`config.mk`:
```
export PLATFORM = sky130hd
export DESIGN_NAME = ddr_rd_burst_ctrl
export DESIGN_NICKNAME = d
export VERILOG_FILES = /design/src/rtl/rdb_pkg.sv /design/src/rtl/rdb_cmd_decode.sv /design/src/rtl/rdb_sched.sv /design/src/rtl/rdb_beat_gen.sv /design/src/rtl/ddr_rd_burst_ctrl.sv
export SDC_FILE = /design/constraint.sdc
export NUM_CORES = 1
export LEC_CHECK = 0
export BUFFER_PORTS_ARGS = -buffer_cell sky130_fd_sc_hd__buf_4
export CORE_MARGIN = 2
export CORE_UTILIZATION = 40
export DETAILED_ROUTE_END_ITERATION = 12
export GPL_TIMING_DRIVEN = 0
export SLEW_MARGIN = 20
export SYNTH_ARGS = -nofsm -noshare
export SYNTH_HDL_FRONTEND = slang
export SYNTH_SLANG_ARGS = --single-unit
```
`constraint.sdc`:
```
create_clock -name clk -period 2.4 [get_ports clk]
set_input_delay 0.72 -clock clk [delete_from_list [all_inputs] [get_ports clk]]
set_output_delay 0.72 -clock clk [all_outputs]
set_load 0.02 [all_outputs]
```
`src/rtl/rdb_pkg.sv`:
```
package rdb_pkg;

  localparam int PAIR_W = 3;

  typedef enum logic [1:0] {
    CMD_NONE,
    CMD_READ,
    CMD_WRITE,
    CMD_STOP
  } cmd_e;

  // Number of clock cycles (beat pairs) for a burst length code.
  function automatic logic [PAIR_W-1:0] pairs_for(input logic [2:0] code);
    case (code)
      3'b001:  return PAIR_W'(1);
      3'b011:  return PAIR_W'(4);
      default: return PAIR_W'(2);
    endcase
  endfunction

endpackage

```
`src/rtl/rdb_cmd_decode.sv`:
```
module rdb_cmd_decode
  import rdb_pkg::*;
(
  input  logic cs_n,
  input  logic ras_n,
  input  logic cas_n,
  input  logic we_n,
  output cmd_e cmd
);

  always_comb begin
    cmd = CMD_NONE;
    if (!cs_n) begin
      case ({ras_n, cas_n, we_n})
        3'b101:  cmd = CMD_READ;
        3'b100:  cmd = CMD_WRITE;
        3'b110:  cmd = CMD_STOP;
        default: cmd = CMD_NONE;
      endcase
    end
  end

endmodule

```
`src/rtl/rdb_sched.sv`:
```
module rdb_sched
  import rdb_pkg::*;
#(
  parameter int ADDR_W = 11,
  parameter int COL_W  = 10,
  parameter int AP_BIT = 10,
  parameter int CL_MAX = 3
) (
  input  logic              clk,
  input  logic              rst,
  input  cmd_e              cmd,
  input  logic [ADDR_W-1:0] addr,
  input  logic [1:0]        cfg_cl,
  input  logic [2:0]        cfg_bl,
  input  logic              burst_on,
  output logic              launch,
  output logic [COL_W-1:0]  launch_col,
  output logic [PAIR_W-1:0] launch_pairs,
  output logic              stop_fire,
  output logic              rd_busy,
  output logic              wr_busy,
  output logic              rd_ap,
  output logic              bst_illegal
);

  localparam int CL_W = $clog2(CL_MAX + 1);

  logic [CL_W-1:0]   lat_cnt;
  logic [CL_W-1:0]   stop_cnt;
  logic [CL_W-1:0]   cl_eff;
  logic [PAIR_W-1:0] wr_cnt;
  logic [COL_W-1:0]  col_q;
  logic [PAIR_W-1:0] pairs_q;
  logic              ap_q;
  logic              illegal_q;
  logic              is_rd, is_wr, is_stop, stop_ok;

  assign is_rd   = (cmd == CMD_READ);
  assign is_wr   = (cmd == CMD_WRITE);
  assign is_stop = (cmd == CMD_STOP);
  assign cl_eff  = (cfg_cl == 2'd2) ? CL_W'(2) : CL_W'(CL_MAX);

  assign wr_busy = (wr_cnt != '0);
  assign rd_busy = (lat_cnt != '0) || burst_on;
  assign stop_ok = is_stop && rd_busy && !ap_q && !wr_busy;

  // A read arriving on the launch edge supersedes the one about to start.
  assign launch       = (lat_cnt == CL_W'(1)) && !is_rd;
  assign launch_col   = col_q;
  assign launch_pairs = pairs_q;
  assign stop_fire    = (stop_cnt == CL_W'(1));
  assign rd_ap        = ap_q;
  assign bst_illegal  = illegal_q;

  always_ff @(posedge clk) begin
    if (rst) begin
      lat_cnt  <= '0;
      stop_cnt <= '0;
      col_q    <= '0;
      pairs_q  <= '0;
      ap_q     <= 1'b0;
    end else if (is_rd) begin
      lat_cnt  <= cl_eff;
      stop_cnt <= '0;
      col_q    <= addr[COL_W-1:0];
      pairs_q  <= pairs_for(cfg_bl);
      ap_q     <= addr[AP_BIT];
    end else begin
      if (lat_cnt != '0) lat_cnt <= lat_cnt - CL_W'(1);
      if (stop_ok)              stop_cnt <= cl_eff;
      else if (stop_cnt != '0)  stop_cnt <= stop_cnt - CL_W'(1);
    end
  end

  always_ff @(posedge clk) begin
    if (rst) begin
      wr_cnt    <= '0;
      illegal_q <= 1'b0;
    end else begin
      if (is_wr)               wr_cnt <= pairs_for(cfg_bl);
      else if (wr_cnt != '0)   wr_cnt <= wr_cnt - PAIR_W'(1);
      illegal_q <= is_stop && !stop_ok;
    end
  end

endmodule

```
`src/rtl/rdb_beat_gen.sv`:
```
module rdb_beat_gen
  import rdb_pkg::*;
#(
  parameter int DQ_W  = 16,
  parameter int COL_W = 10,
  parameter int LANES = 2
) (
  input  logic              clk,
  input  logic              rst,
  input  logic              launch,
  input  logic [COL_W-1:0]  launch_col,
  input  logic [PAIR_W-1:0] launch_pairs,
  input  logic              stop_fire,
  output logic [DQ_W-1:0]   dq_rise,
  output logic [DQ_W-1:0]   dq_fall,
  output logic [LANES-1:0]  dq_oe,
  output logic [LANES-1:0]  dqs_oe,
  output logic              burst_on
);

  logic              on_q, on_d;
  logic [PAIR_W-1:0] left_q;
  logic [DQ_W-1:0]   next_q;
  logic [DQ_W-1:0]   rise_q, fall_q;
  logic [DQ_W-1:0]   col_ext;

  assign col_ext = DQ_W'(launch_col);

  always_comb begin
    on_d = on_q;
    if (launch)                                    on_d = 1'b1;
    else if (on_q && (stop_fire || left_q == '0))  on_d = 1'b0;
  end

  always_ff @(posedge clk) begin
    if (rst) begin
      on_q   <= 1'b0;
      left_q <= '0;
      next_q <= '0;
      rise_q <= '0;
      fall_q <= '0;
    end else if (launch) begin
      on_q   <= 1'b1;
      left_q <= launch_pairs - PAIR_W'(1);
      rise_q <= col_ext;
      fall_q <= col_ext + DQ_W'(1);
      next_q <= col_ext + DQ_W'(2);
    end else if (on_q && !on_d) begin
      on_q   <= 1'b0;
      left_q <= '0;
      rise_q <= '0;
      fall_q <= '0;
    end else if (on_q) begin
      left_q <= left_q - PAIR_W'(1);
      rise_q <= next_q;
      fall_q <= next_q + DQ_W'(1);
      next_q <= next_q + DQ_W'(2);
    end
  end

  for (genvar i = 0; i < LANES; i++) begin : g_lane
    logic oe_r, dqs_r;
    always_ff @(posedge clk) begin
      if (rst) begin
        oe_r  <= 1'b0;
        dqs_r <= 1'b0;
      end else begin
        oe_r  <= on_d;
        dqs_r <= on_d;
      end
    end
    assign dq_oe[i]  = oe_r;
    assign dqs_oe[i] = dqs_r;
  end

  assign dq_rise  = rise_q;
  assign dq_fall  = fall_q;
  assign burst_on = on_q;

endmodule

```
`src/rtl/ddr_rd_burst_ctrl.sv`:
```
module ddr_rd_burst_ctrl
  import rdb_pkg::*;
#(
  parameter int DQ_W   = 16,
  parameter int ADDR_W = 11,
  parameter int COL_W  = 10,
  parameter int AP_BIT = 10,
  parameter int CL_MAX = 3,
  localparam int LANES = DQ_W / 8
) (
  input  logic              clk,
  input  logic              rst,
  input  logic              cs_n,
  input  logic              ras_n,
  input  logic              cas_n,
  input  logic              we_n,
  input  logic [ADDR_W-1:0] addr,
  input  logic [1:0]        cfg_cl,
  input  logic [2:0]        cfg_bl,
  output logic [DQ_W-1:0]   dq_rise,
  output logic [DQ_W-1:0]   dq_fall,
  output logic [LANES-1:0]  dq_oe,
  output logic [LANES-1:0]  dqs_oe,
  output logic              bst_illegal
);

  cmd_e              cmd;
  logic              launch, stop_fire, burst_on;
  logic              rd_busy, wr_busy, rd_ap;
  logic [COL_W-1:0]  launch_col;
  logic [PAIR_W-1:0] launch_pairs;

  rdb_cmd_decode u_dec (
    .cs_n  (cs_n),
    .ras_n (ras_n),
    .cas_n (cas_n),
    .we_n  (we_n),
    .cmd   (cmd)
  );

  rdb_sched #(
    .ADDR_W (ADDR_W),
    .COL_W  (COL_W),
    .AP_BIT (AP_BIT),
    .CL_MAX (CL_MAX)
  ) u_sched (
    .clk          (clk),
    .rst          (rst),
    .cmd          (cmd),
    .addr         (addr),
    .cfg_cl       (cfg_cl),
    .cfg_bl       (cfg_bl),
    .burst_on     (burst_on),
    .launch       (launch),
    .launch_col   (launch_col),
    .launch_pairs (launch_pairs),
    .stop_fire    (stop_fire),
    .rd_busy      (rd_busy),
    .wr_busy      (wr_busy),
    .rd_ap        (rd_ap),
    .bst_illegal  (bst_illegal)
  );

  rdb_beat_gen #(
    .DQ_W  (DQ_W),
    .COL_W (COL_W),
    .LANES (LANES)
  ) u_beat (
    .clk          (clk),
    .rst          (rst),
    .launch       (launch),
    .launch_col   (launch_col),
    .launch_pairs (launch_pairs),
    .stop_fire    (stop_fire),
    .dq_rise      (dq_rise),
    .dq_fall      (dq_fall),
    .dq_oe        (dq_oe),
    .dqs_oe       (dqs_oe),
    .burst_on     (burst_on)
  );

endmodule

```
Word-level counts from Yosys, hierarchy flattened
Index checks and enable logic that the tools add are counted.
Widths: inputs -> output; s select.
{"block": "totals", "ff_bits": 75, "out_inout_bits": 37, "elab_cells": 88, "input_bits": 22}
{"block": "op_classes", "mux": 26, "n_eq_ne": 12, "addsub": 9, "n_reduce_logical": 27}
{"cell": "$mux 16", "n": 6}
{"cell": "$mux 10", "n": 3}
{"cell": "$add 16x1->16 const B", "n": 1}
{"cell": "$add 16x2->16 const B", "n": 1}
{"cell": "$mux 3", "n": 5}
{"cell": "$reduce_bool 2->1", "n": 7}
{"cell": "$add 10x1->11 const B", "n": 1}
{"cell": "$add 10x2->11 const B", "n": 1}
{"cell": "$mux 2", "n": 5}
{"cell": "$eq 3x3->1 const B", "n": 3}
{"cell": "$sub 3x1->3 const B", "n": 3}
{"cell": "$logic_and 1x1->1", "n": 7}
{"cell": "$eq 2x1->1 const B", "n": 3}
{"cell": "$eq 2x2->1 const B", "n": 3}
{"cell": "$pmux 2 s3", "n": 1}
{"cell": "$pmux 3 s2", "n": 1}
{"cell": "$reduce_bool 3->1", "n": 2}
{"cell": "$logic_not 1->1", "n": 5}
{"cell": "$mux 1", "n": 5}
{"cell": "$sub 2x1->2 const B", "n": 2}
{"cell": "$eq 3x1->1 const B", "n": 1}
{"cell": "$eq 3x2->1 const B", "n": 1}
{"cell": "$logic_not 3->1", "n": 1}
{"cell": "$reduce_or 3->1", "n": 1}
{"cell": "4 further kinds", "n": 5}

Logic depth before layout (Yosys ltp)
Gate-level depths: netlist of the first run.
{"block": "depth", "word_depth": 11, "ltp_mapped": 8, "depth_no_buf": 6}

By module
From an unflattened synthesis of the first run, not the netlist that was laid out.
{"block": "unflattened", "hier_cells": 478, "hier_area_um2": 4101.4}
{"module": "rdb_beat_gen", "cells_each": 355, "instances": 1, "area_each_um2": 3076.7}
{"module": "rdb_sched", "cells_each": 119, "instances": 1, "area_each_um2": 1002.2}
{"module": "rdb_cmd_decode", "cells_each": 4, "instances": 1, "area_each_um2": 22.5}

Least setup slack after synthesis of the first run
OpenSTA, ideal clock, no wires.
{"block": "synth_timing", "path_type": "in2reg", "start": "in cs_n", "end": "reg u_beat.fall_q[9], in the netlist u_beat.dq_fall[9]", "path_stages": 5, "arrival_ps": 1829, "path_slack_ps": 449, "cell_sequence": "and4bb_2 buf_6 o2111ai_1 a21oi_1 a221o_1"}
{"block": "synth_between", "elab_chain_len": 9, "elab_cells_between_ends": 10, "classes_between": "eq/ne (1); mux (4); reduce/logical (5)"}
{"element": "start: declaration", "line_no": "ddr_rd_burst_ctrl.sv:13", "text": "input logic cs_n,"}
{"element": "$mux 2 (*)", "line_no": "rdb_cmd_decode.sv:13", "text": "if (!cs_n) begin"}
{"element": "$eq 2x1->1 (*)", "line_no": "rdb_sched.sv:38", "text": "assign is_rd = (cmd == CMD_READ);"}
{"element": "$logic_not 1->1 (*)", "line_no": "rdb_sched.sv:48", "text": "assign launch = (lat_cnt == CL_W'(1)) && !is_rd;"}
{"element": "$logic_and 1x1->1 (*)", "line_no": "rdb_sched.sv:48"}
{"element": "$mux 1", "line_no": "rdb_beat_gen.sv:31", "text": "if (launch) on_d = 1'b1;"}
{"element": "$logic_not 1->1", "line_no": "rdb_beat_gen.sv:48", "text": "end else if (on_q && !on_d) begin"}
{"element": "$logic_and 1x1->1", "line_no": "rdb_beat_gen.sv:48"}
{"element": "$mux 16", "line_no": "rdb_beat_gen.sv:48"}
{"element": "$mux 16", "line_no": "rdb_beat_gen.sv:42", "text": "end else if (launch) begin"}
{"element": "end signal: assignment", "line_no": "rdb_beat_gen.sv:46", "text": "fall_q <= col_ext + DQ_W'(1);"}
{"element": "end signal: assignment", "line_no": "rdb_beat_gen.sv:56", "text": "fall_q <= next_q + DQ_W'(1);"}
{"element": "end: declaration", "line_no": "rdb_beat_gen.sv:24", "text": "logic [DQ_W-1:0] rise_q, fall_q;"}
Every way passes the cells marked *; elsewhere a longest branch is shown, timed or not.
A chain may end at the register's enable or synchronous reset.

Worst setup path in the final report of the first run
{"block": "layout_timing", "start": "reg u_sched.lat_cnt[0]", "end": "reg u_beat.fall_q[8], in the netlist u_beat.dq_fall[8]"}
{"block": "layout_between", "elab_chain_len": 7, "elab_cells_between_ends": 8, "classes_between": "eq/ne (1); mux (3); reduce/logical (4)"}
{"element": "start: declaration", "line_no": "rdb_sched.sv:28", "text": "logic [CL_W-1:0] lat_cnt;"}
{"element": "start signal: assignment", "line_no": "rdb_sched.sv:63", "text": "lat_cnt <= cl_eff;"}
{"element": "start signal: assignment", "line_no": "rdb_sched.sv:69", "text": "if (lat_cnt != '0) lat_cnt <= lat_cnt - CL_W'(1);"}
{"element": "$eq 2x1->1 (*)", "line_no": "rdb_sched.sv:48"}
{"element": "$logic_and 1x1->1 (*)", "line_no": "rdb_sched.sv:48"}
{"element": "$mux 1", "line_no": "rdb_beat_gen.sv:31"}
{"element": "$logic_not 1->1", "line_no": "rdb_beat_gen.sv:48"}
{"element": "$logic_and 1x1->1", "line_no": "rdb_beat_gen.sv:48"}
{"element": "$mux 16", "line_no": "rdb_beat_gen.sv:48"}
{"element": "$mux 16", "line_no": "rdb_beat_gen.sv:42"}
Marks and branches as above.

==> results summary, run 1 <==
The via count of the first global-routing pass is 3581. Setup violations remaining at the end of the flow were counted as 0. The library cell with the highest instance count after synthesis is sky130_fd_sc_hd__dfxtp_1. The number of placement rows came out at 36. The worst slack at placement came out at -0.0821 ns. The post-layout instance count excluding filler cells came out at 672. The cell count of the worst hold path is 2. The post-CTS setup buffer count is 0. At the later pin of the worst-skew pair, clock insertion delay measures 0.36 ns. The number of nets in the synthesized netlist is 503.

The clock power share came out at 0.211. The number of antenna violations at the first check in global routing is 0. The final HPWL from detailed placement came out at 8150 um. The global-route wire length before repair is 18300 um. The post-layout worst setup margin is 0.225 ns.

Based on the critical path, the design can be clocked at up to 460 MHz. The number of pins with negative max-slew slack in the final report was 0. A synthesized cell averages 8.50 sq um. STA puts the critical path data required time at 2.67 ns. The sequential-to-total area share from yosys stat came out at 0.377. The wire length after detailed routing came out at 11300 um. The share of total power dissipated in combinational logic is 0.431. Summing all placed instances gives a cell area of 4570 sq um.

The repair_antennas step left the layout with diodes totalling 0. The total number of vias came out at 3784. Summing every instance area after synthesis gives 3980 sq um. The total clock sinks is 75. By area the synthesized netlist is led by sky130_fd_sc_hd__dfxtp_1, sky130_fd_sc_hd__xnor2_1, sky130_fd_sc_hd__nand2_1. The last weighted congestion value of the routability-driven placer came out at 0.878.

Summed over all instances, the cell type with the most area after synthesis is sky130_fd_sc_hd__dfxtp_1. The number of hold buffers added after CTS came out at 0. Max-cap violations in this run came to 0.

The portion of synthesized cell area occupied by the leading cell type came out at 0.377. The number of top-level design ports is 59. The worst slew slack as a fraction of its limit is 0.386. The setup TNS is 0 ns. The post-route minimum period came out at 2.18 ns. The core area came out at 9730 sq um. The clock skew is 0.0200 ns.

The number of nets in the layout came out at 571. The most used flip-flop cell after synthesis is sky130_fd_sc_hd__dfxtp_1. The analysis attributes to net switching a power of 1.86 mW. The starting density of the core came out at 0.409. The clock-pin slew reported for the worst setup and hold paths after clock tree synthesis came out at 0.08 ns.

The die footprint is 10800 sq um. The netlist uses 61 different library cells. The fill cell instance count of the final layout is 1007.

The root buffer cell chosen for the clock tree is sky130_fd_sc_hd__clkbuf_8. The placed cell count came out at 658. Using the TritonRoute via totals, the vias-per-cell ratio works out to 5.63.

The number of buffers on the longest clock path came out at 2. The remaining number of nets flagged by the antenna check after routing came out at 0. The total global routing overflow is 0. The warning count from the yosys run is 0. The startpoint kind of the worst setup timing path is a flop.

The arrival time of the worst setup path came out at 2.45 ns. The critical path goes through ha_1 > inv_1 > nor2_2 > clkbuf_1 > o21ai_0 > a31oi_1. Counting cells, the worst reg-to-reg path comes to 6.

For this run, design rule violations remaining after detail routing come to 0. The share of cells above drive strength 1 came out at 0.191. The post-route cell area came out at 4760 sq um.

The maximum fanout encountered on the critical timing path came out at 10. The pin slew with the least headroom to its limit is 0.908 ns. The number of hold violations in the final report came to 0. The portion of the clock cycle consumed by the worst path in the final layout is 0.906. By count the netlist is led by sky130_fd_sc_hd__dfxtp_1, sky130_fd_sc_hd__nand2_1, sky130_fd_sc_hd__a21oi_1. The chip height came out at 104 um. The internal power contribution is 2.84 mW. The total power density per cell area came out at 988 nW/um^2. The synthesized design contains 0 enable-type register cells.

For this run, the total global-route usage over all layers was measured as 0.210. The share of flip-flops with an asynchronous set or reset after synthesis is 0. Dividing the detail-routed wire length by the instance count gives 16.8 um. STA classifies the critical path endpoint as a flop. The type of the most critical hold path is flop to flop.

The critical path in this run is classified as flop to flop. The worst vdd rail ir drop is 0.470 mV. For this run, the slowest stage of the critical path takes 0.49 ns. The H-tree was split into 3 levels. Setup repair after global routing left no endpoint under its margin. The share of power burned in registers is 0.358. The post-synthesis sequential element count came out at 75. The total of cells resized after clock tree synthesis came out at 0. The cell count after synthesis is 468. The leakage dissipation came out at 1.77 nW.

The switching share of power is 0.396. TritonCTS built the clock tree. The starting DRC count in detailed routing came out at 219. The run finished with clean final reports.

From left edge to right edge, the die measures 104 um. The pin count of the biggest net entering global routing is 13. In this run the tool buffered the top-level ports with 57 buffer cells.

In this run, CTS created clock tree buffers numbering 9. Among all stages on the critical path, the largest delay is contributed by sky130_fd_sc_hd__clkbuf_1. The first-pass iteration count of the detailed router is 4. The area growth from synthesis to layout came out at 19.7%.
layer usage:
metal	wire [um]	track usage	vias to the layer above
li1	-	-	1831
met1	5100	0.284	1783
met2	5170	0.334	143
met3	693	0.0321	27
met4	337	0.0869	0
met5	0	0	-
state kept, by name, indices dropped and copies added (netlist names):
signal and cells:
u_sched.launch_col 10, u_beat.burst_on 1, u_beat.g_lane.oe_r 1, u_sched.rd_ap 1, u_beat.dq_rise 16, u_beat.next_q 16, u_sched.lat_cnt 2, u_sched.stop_cnt 2
u_beat.dq_fall 16, u_sched.bst_illegal 1, u_beat.left_q 3, u_sched.wr_cnt 3, u_sched.launch_pairs 3
worst max-delay path, delay by kind of cell, from the launching register on:
kind / cells / cell delay, ns
simple gates: 1 / 0.38
compound gates: 2 / 0.50
buf+inv: 2 / 0.61
fa+ha+maj: 1 / 0.24
flops: 1 / 0.38
placed cells by master (no fill, tap or decap), drive strengths merged, types with 2 or more instances in the layout:
master   netlist  layout
a211oi        17      17
a21oi         32      32
a221oi        16      16
a22oi          5       5
and2b          4       4
and3           2       2
buf           24      81
clkbuf        17      27
clkinv         2       3
dfxtp         75      75
ha            13      13
inv           17      18
mux2           2       2
mux2i          3       3
nand2         49      49
nand2b         5       5
nand3         15      15
nand4         11      11
nand4bb        2       2
nor2          30      30
nor2b          3       3
nor3          29      29
nor4           6       6
o2111ai        2       2
o21a           6       6
o21ai          8       8
o2bb2ai        5       5
o311a          2       2
o31ai          8       8
or3            2       2
or4            7       7
xnor2         22      22
xor2           9       9
power by group through the flow:
stage,logic [mW],registers [mW],clock network [mW]
floorplan,1.28,1.81,0
global placement,1.97,1.70,0
detailed placement,2.01,1.71,0
CTS,2.03,1.68,1.01
global route,2.22,1.72,1.06
finish,2.03,1.68,0.994
per-stage QoR:
stage | total power, mW | hold slack, ns | util
2_1_floorplan | 3.09 | 0.440 | -
6_report | 4.70 | 0.471 | 0.489
4_1_cts | 4.72 | 0.473 | 0.489
3_3_place_gp | 3.67 | 0.453 | 0.470
3_5_place_dp | 3.72 | 0.459 | 0.470
5_1_grt | 4.99 | 0.494 | 0.489
worst paths after layout:
check | startpoint | to | slack (ns)
worst min register to register | u_sched.launch_pairs[2] | u_sched.launch_pairs[2] | 0.47
worst max-delay path | u_sched.lat_cnt[0] | u_beat.dq_fall[8] | 0.22
worst min-delay path | u_sched.launch_pairs[2] | u_sched.launch_pairs[2] | 0.47
worst max register to register | u_sched.lat_cnt[0] | u_beat.dq_fall[8] | 0.22
final cells by class:
type	count	area, sq um	area share
Multi-Input combinational cell	333	2180	0.457
Sequential cell	75	1500	0.315
Timing Repair Buffer	57	428	0.0899
Buffer	41	228	0.0478
Tap cell	133	166	0.0350
Clock buffer	10	138	0.0289
Inverter	19	71.3	0.0150
Clock inverter	4	51.3	0.0108
kinds of logic (layout without fill, tap and decap cells):
group                    count (synthesis)  after routing  synth area share
AND/OR/NAND/NOR                        171            171             0.222
AO/OA/AOI/OAI                          113            113             0.203
flip-flops                              75             75             0.377
buffers and inverters                   60            131            0.0752
XOR/XNOR                                31             31            0.0683
adder cells (fa/ha/maj)                 13             13            0.0409
multiplexers                             5              5            0.0132
(Power assumes the default switching activity.)
==> inputs of run 2 (changes only) <==
ABC_AREA = 1   (was not set)
==> run 2 against run 1 <==
Compared with the run above: utilization is 0.42 points lower; cell count increased by 26%; worst hold slack lost 0.0035 ns; count of clock-buffer cells in the layout stayed put; fmax grew 13%; area after synthesis rose by 5.3%; clock skew down 0.014 ns; worst setup slack better by 0.25 ns; critical path depth down 1; non-clock buffer count is 13 lower; die area is 5.1% higher; first-iteration DRC count rose by 18%.
==> results summary, run 2 <==
Of the cells placed in the final design, the portion with a size suffix greater than 1 is 0.162. The worst slack at placement is 0.112 ns. In this run the number of H-tree levels came out at 3. The post-CTS setup buffer count came out at 0. Dividing the final minimum period by the clock period gives 0.801. The synthesized design contains 0 enable-type register cells. The count of final setup violators is 0. The share of the Yosys chip area taken by registers is 0.359.

For this block, the via count after detailed routing is 4214. The via count of the first global-routing pass came out at 4017. The all-layer global routing usage came out at 0.221. The die footprint is 11300 sq um. The pin count of the biggest net entering global routing came out at 14. The worst-case IR drop observed on VDD is 0.488 mV. The worst reg-to-reg path cell count is 10.

The post-layout worst setup margin is 0.477 ns. Measured along the x axis, the die boundary spans 106 um. For the pin with the worst max-slew slack, the measured transition is 0.648 ns. The startpoint kind of the worst setup timing path is an input port. The post-layout instance count excluding filler cells came out at 845. The total global routing overflow came out at 0. The chip height is 106 um. Using the TritonRoute via totals, the vias-per-cell ratio works out to 4.99.

For this design the top-level I/O count stands at 59. The clock skew came out at 0.00605 ns. The run finished with clean final reports. STA classifies the critical path endpoint as a flop. In the post-synthesis netlist, the cell with the most instances is sky130_fd_sc_hd__nand2_1. The cell count of the worst hold path came out at 2. The area growth from synthesis to layout is 18.5%.

The tree is rooted in a sky130_fd_sc_hd__clkbuf_8. The port buffer count came out at 57. The leakage dissipation came out at 2.26 nW. 0 antenna diodes ended up in the layout. The post-route minimum period is 1.92 ns.

Counting flops and latches in the post-synthesis netlist gives 75. The number of antenna violations at the first check in global routing was 0. The most used flip-flop cell after synthesis is sky130_fd_sc_hd__dfxtp_1. In this run the worst hold path is classified as flop to flop. The area of the multi-input gates is 2200 sq um.

The critical path in this run is classified as input port to flop. The post-synthesis average cell area came out at 6.58 sq um. The area used by sequential logic in the layout is 1500 sq um. The max-capacitance violation count came out at 0. The number of hold violations in the final report came out at 0. The portion of synthesized cell area occupied by the leading cell type came out at 0.359.

The number of buffers on the longest clock path came out at 2. Clock latency on the worst-skew pair, taken at its later pin, is 0.36 ns. The number of pins with negative max-slew slack in the final report is 0.

The clock-pin slew reported for the worst setup and hold paths after clock tree synthesis came out at 0.09 ns. The arrival time of the worst setup path is 2.15 ns. Setup repair after global routing left no endpoint under its margin.

The last weighted congestion value of the routability-driven placer is 0.908. The setup TNS is 0 ns. The share of the core filled with cells in the final layout came out at 0.485. Measured against its own limit, the worst slew margin works out to 0.568. Before antenna repair, the detailed router went through 5 iterations. In this run, placement finished with an instance count of 829. In the routed design, unresolved DRC markers number 0. The wire length after detailed routing came out at 12200 um.

The number of hold buffers added after CTS is 0. After the first detailed-routing iteration, the DRC count stood at 259. The maximum clock rate came out at 520 MHz. In this run the core area contains 37 standard-cell rows.

The final total power came out at 4.20 mW. The core area came out at 10200 sq um. The number of nets in the layout came out at 739. The global-route wire length before repair is 19500 um. The cell area after synthesis came out at 4190 sq um. After synthesis, the most frequently instantiated cells are sky130_fd_sc_hd__nand2_1, sky130_fd_sc_hd__inv_1, sky130_fd_sc_hd__dfxtp_1, sky130_fd_sc_hd__nor2_1, sky130_fd_sc_hd__nand3_1.

The largest total area in the synthesized netlist belongs to sky130_fd_sc_hd__dfxtp_1. Synthesis produced a netlist whose cell count is 636. The maximum fanout encountered on the critical timing path came out at 10. Dividing total power by cell area gives a power density of 845 nW/um^2.

For this run, the number of Yosys warnings is 0. The post-synthesis cell type count came out at 33. The count of nets left with antenna violations once routing finished came out at 0. TritonCTS built the clock tree. The starting density of the core is 0.409. Buffers inserted during clock tree synthesis total 9.

The number of nets in the synthesized netlist is 671. After synthesis, the share of flip-flops with an asynchronous set or reset is 0. The final HPWL from detailed placement came out at 9230 um. After detailed routing, the average wire length per cell comes to 14.4 um. The total of cells resized after clock tree synthesis is 0. The clock drives 75 sinks.

The library cells used most frequently in the layout, excluding fill and tap cells, are sky130_fd_sc_hd__nand2_1, sky130_fd_sc_hd__inv_1, sky130_fd_sc_hd__nor2_1, sky130_fd_sc_hd__dfxtp_1, sky130_fd_sc_hd__buf_4. The most common library cell in the layout ignoring fill and taps is sky130_fd_sc_hd__nand2_1. The filler cells instantiated in the layout total 1085. The data required time of the critical path came out at 2.63 ns.

After synthesis, the cell types taking the most area are sky130_fd_sc_hd__dfxtp_1, sky130_fd_sc_hd__nand2_1, sky130_fd_sc_hd__inv_1.
run 2: cell count changes in the layout (fill, tap and decap cells not counted), sizes merged, moves of 8 or more:
cell,before,now
o21ai,8,46
a21oi,32,23
nor2,30,85
clkbuf,27,18
nor3,29,2
a211oi,17,4
o211ai,1,9
a221oi,16,0
o31ai,8,0
xnor2,22,4
nand3,15,57
nand2,49,168
inv,18,88
run 2: where the power goes:
part	internal (mW)	total, mW	leakage, nW	switching, mW
sequential	1.43	1.57	0.609	0.141
clock	0.404	0.914	0.0924	0.510
combinational	0.623	1.71	1.55	1.08
total	2.46	4.20	2.26	1.74
run 2: metrics by stage:
| step | area [sq um] | hold slack (ns) |
|---|---|---|
| 6_report | 4960 | 0.467 |
| 3_5_place_dp | 4790 | 0.458 |
| 5_1_grt | 4960 | 0.489 |
| 2_1_floorplan | 4190 | 0.456 |
| 3_3_place_gp | 4790 | 0.454 |
| 4_1_cts | 4960 | 0.471 |
run 2: cells by family after synthesis:
logic type | Yosys count | synth area share
AO/OA/AOI/OAI | 89 | 0.120
XOR/XNOR | 17 | 0.0356
adder cells (fa/ha/maj) | 13 | 0.0388
buffers and inverters | 116 | 0.117
flip-flops | 75 | 0.359
AND/OR/NAND/NOR | 326 | 0.330
run 2: area by class of cell:
| class | instances | share of cell area |
|---|---|---|
| Buffer | 28 | 0.0323 |
| Clock buffer | 10 | 0.0277 |
| Clock inverter | 6 | 0.00807 |
| Inverter | 88 | 0.0665 |
| Multi-Input combinational cell | 445 | 0.442 |
| Sequential cell | 75 | 0.302 |
| Tap cell | 136 | 0.0343 |
| Timing Repair Buffer | 57 | 0.0862 |
run 2: path summary, 6_finish.rpt:
kind,slack [ns],end,startpoint
max,0.48,u_sched.launch_col[4],rst
min,0.47,u_beat.dq_rise[13],u_beat.dq_rise[13]
max reg2reg,0.56,u_beat.next_q[7],u_beat.next_q[2]
min reg2reg,0.47,u_beat.dq_rise[13],u_beat.dq_rise[13]
run 2: routing by layer:
metal | global-route usage | share of wire | up-vias
met3 | 0.0356 | 0.066 | 18
met2 | 0.359 | 0.47 | 145
li1 | - | - | 2149
met4 | 0.0799 | 0.019 | 0
met5 | 0 | 0 | -
met1 | 0.295 | 0.45 | 1902
run 2: worst max-delay path: stages:
cell and delay, ns:
sky130_fd_sc_hd__buf_2 0.23, sky130_fd_sc_hd__clkinv_1 0.30, sky130_fd_sc_hd__nand2_1 0.28, sky130_fd_sc_hd__clkbuf_1 0.47, sky130_fd_sc_hd__o21ai_0 0.14
==> inputs of run 3 (changes only) <==
clock period = 1.6 ns   (was 2.4 ns; I/O delays follow)
==> run 3 against run 2 <==
Compared with the run above: clock skew up 0.00088 ns; global-route usage up 0.28 points; first-iteration DRC count up 5.4%; combinational power up 70%.
==> results summary, run 3 (same netlist as run 2, synthesis figures left out) <==
The tightest min-delay check is of the input port to flop type. The flow ran to the end, and the final reports show no timing, DRC or antenna violations. The clock skew came out at 0.00693 ns. The initial utilization of the core area, before any placement, comes to 0.409.

The number of hold buffers added after CTS is 0. The number of nets in the layout came out at 747. The pre-antenna-repair detailed-routing pass consisted of 7 iterations.

Setup repair after global routing could not meet its margin everywhere. The total clock buffers created by CTS is 9. The remaining number of nets flagged by the antenna check after routing is 0.

The area used by sequential logic in the layout came out at 1520 sq um. The max-capacitance violation count is 0. Data on the critical path is required at its endpoint by 1.91 ns.

The via count of the first global-routing pass is 4050. The pin count of the biggest net entering global routing came out at 14. The portion of the clock cycle consumed by the worst path in the final layout came out at 0.964. The arrival time of the worst setup path came out at 1.85 ns. In this run the clock root is driven by a sky130_fd_sc_hd__clkbuf_8. On the critical path, the stage with the largest delay is an instance of sky130_fd_sc_hd__dfxtp_1. Leaving out fill and tap cells, the most frequent cell in the layout is sky130_fd_sc_hd__nand2_1.

The area of the multi-input gates came out at 2330 sq um. The total clock sinks is 75. For hold timing, the worst endpoint is u_sched.launch_col[5]. The final HPWL from detailed placement is 9230 um. The fill cell instance count of the final layout came out at 1056.

The share of cells above drive strength 1 came out at 0.218. The number of hold violations in the final report came out at 0. The all-layer global routing usage is 0.223. After layout, the minimum clock period comes to 1.54 ns. The worst slew slack as a fraction of its limit is 0.558. The number of pins with negative max-slew slack in the final report is 0.

From bottom edge to top edge, the die measures 106 um. The die span in x is 106 um. The area growth from synthesis to layout is 25.2%. The total global routing overflow is 0. The worst hold slack across all endpoints is 0.350 ns.

The maximum fanout encountered on the critical timing path is 7. The total power density per cell area came out at 1270 nW/um^2. The mean routed wirelength per cell came out at 14.7 um. The last weighted congestion value of the routability-driven placer is 0.908. The number of antenna violations at the first check in global routing came to 0. The CTS tree is built.

The post-route cell area came out at 5240 sq um. The floorplan has 37 rows. The library cells used most frequently in the layout, excluding fill and tap cells, are sky130_fd_sc_hd__nand2_1, sky130_fd_sc_hd__inv_1, sky130_fd_sc_hd__nor2_1, sky130_fd_sc_hd__buf_4, sky130_fd_sc_hd__dfxtp_1. The DRC violations left is 0.

The worst vdd rail ir drop came out at 0.799 mV. The worst reg-to-reg path cell count came out at 10. The signal on the critical path passes through inv_2 > ha_1 > inv_1 > o21ai_4 > a21oi_4 > buf_12 > nand2_1 > nand3_1 > nand2_1 > inv_1. The pin slew with the least headroom to its limit is 0.663 ns. The die footprint came out at 11300 sq um. The biggest cell delay along the critical path is 0.36 ns. The startpoint of the worst-slack reg-to-reg timing path is u_beat.left_q[0].

The finished layout holds 853 standard cells, fillers aside. The worst register-to-register path ends at u_beat.dq_fall[5]. The startpoint of the most critical hold path is addr[5].

STA classifies the critical path startpoint as a flop. The starting DRC count in detailed routing is 273. The clock reaches the later pin of the worst-skew pair after 0.36 ns.

The worst hold path was traced through 3 stages. The worst setup path is captured at a flop. In this run the cell area measured after placement is 4790 sq um. After clock tree synthesis, the clock-pin slew on the worst setup and hold paths is 0.08 ns. The via density per instance came out at 5.02. The core area is 10200 sq um. For this block, the via count after detailed routing is 4284. For flop-to-flop paths, the worst setup slack is 0.06 ns.

The placed cell count came out at 829. The maximum clock rate came out at 649 MHz. The critical setup path kind is flop to flop. The diode insertion count for antenna repair came out at 0. The final total power came out at 6.67 mW. The leakage dissipation came out at 2.33 nW. The global-route wire length before repair is 19800 um. The port buffer count came out at 57. The wire length after detailed routing is 12500 um. The number of buffers on the longest clock path came out at 2. The count of final setup violators is 0. The number of H-tree levels is 3. The number of top-level design ports came out at 59.
run 3: changes by cell type in the layout (fill, tap and decap cells not counted), moves of 3 or more:
cell                      change
sky130_fd_sc_hd__buf_2        -4
sky130_fd_sc_hd__buf_6        +5
sky130_fd_sc_hd__dfxtp_1      -9
sky130_fd_sc_hd__dfxtp_2      +7
sky130_fd_sc_hd__ha_1         -4
sky130_fd_sc_hd__inv_1        -4
sky130_fd_sc_hd__nand2_1      -3
sky130_fd_sc_hd__nand3_1      -3
sky130_fd_sc_hd__nand3_2      +3
sky130_fd_sc_hd__nor2_1       -5
sky130_fd_sc_hd__nor2_4       +5
sky130_fd_sc_hd__o21ai_0      -8
sky130_fd_sc_hd__o21ai_1      +5
run 3: worst max-delay path by stage:
| stage | start | to |
|---|---|---|
| floorplan | u_beat.next_q[2] | u_beat.next_q[13] |
| global placement | rst | u_sched.launch_col[6] |
| detailed placement | rst | u_sched.launch_col[4] |
| CTS | u_beat.left_q[0] | u_beat.next_q[8] |
| global route | u_beat.left_q[0] | u_beat.next_q[7] |
| finish | u_beat.left_q[0] | u_beat.dq_fall[5] |
run 3: stage by stage:
step	setup WS (ns)	utilization	TNS (ns)
floorplan	0.117	-	0
finish	0.0584	0.513	0
detailed placement	-0.448	0.468	-13.75
CTS	0.00403	0.497	0
global placement	-0.390	0.468	-11.79
global route	-0.0485	0.513	-0.103
run 3: routing by layer:
layer	vias up	part of all wire	GRT usage
met1	1939	0.46	0.298
met2	150	0.46	0.366
met4	0	0.020	0.0780
met3	24	0.055	0.0356
li1	2171	-	-
met5	-	0	0
run 3: what timing repair did:
item                       in CTS  in global routing
setup endpoints to repair      55                 44
setup buffers                   4                  2
pin swaps                       2                  5
gates resized for setup        24                 44
gates cloned                    1                  1
run 3: cell type report:
type                       instances  share of cell area
buffer                            28              0.0370
clock buffer                      10              0.0262
clock inverter                     6             0.00764
inverter                          88              0.0639
multi-input combinational        446               0.445
sequential                        75               0.289
tap                              136              0.0325
timing repair buffer              64              0.0981
run 3: where the power goes:
part / switching, mW / total [mW] / internal [mW]
clock network: 0.764 / 1.37 / 0.606
registers: 0.235 / 2.39 / 2.16
logic: 1.77 / 2.91 / 1.14
total: 2.77 / 6.67 / 3.90
run 3: worst max-delay path, delay by kind of cell (launching register included):
family                   cells  cell delay [ns]
buffers and inverters        4             0.38
flip-flops                   1             0.36
AO/OA/AOI/OAI                2             0.34
AND/OR/NAND/NOR              3             0.21
adder cells (fa/ha/maj)      1             0.20
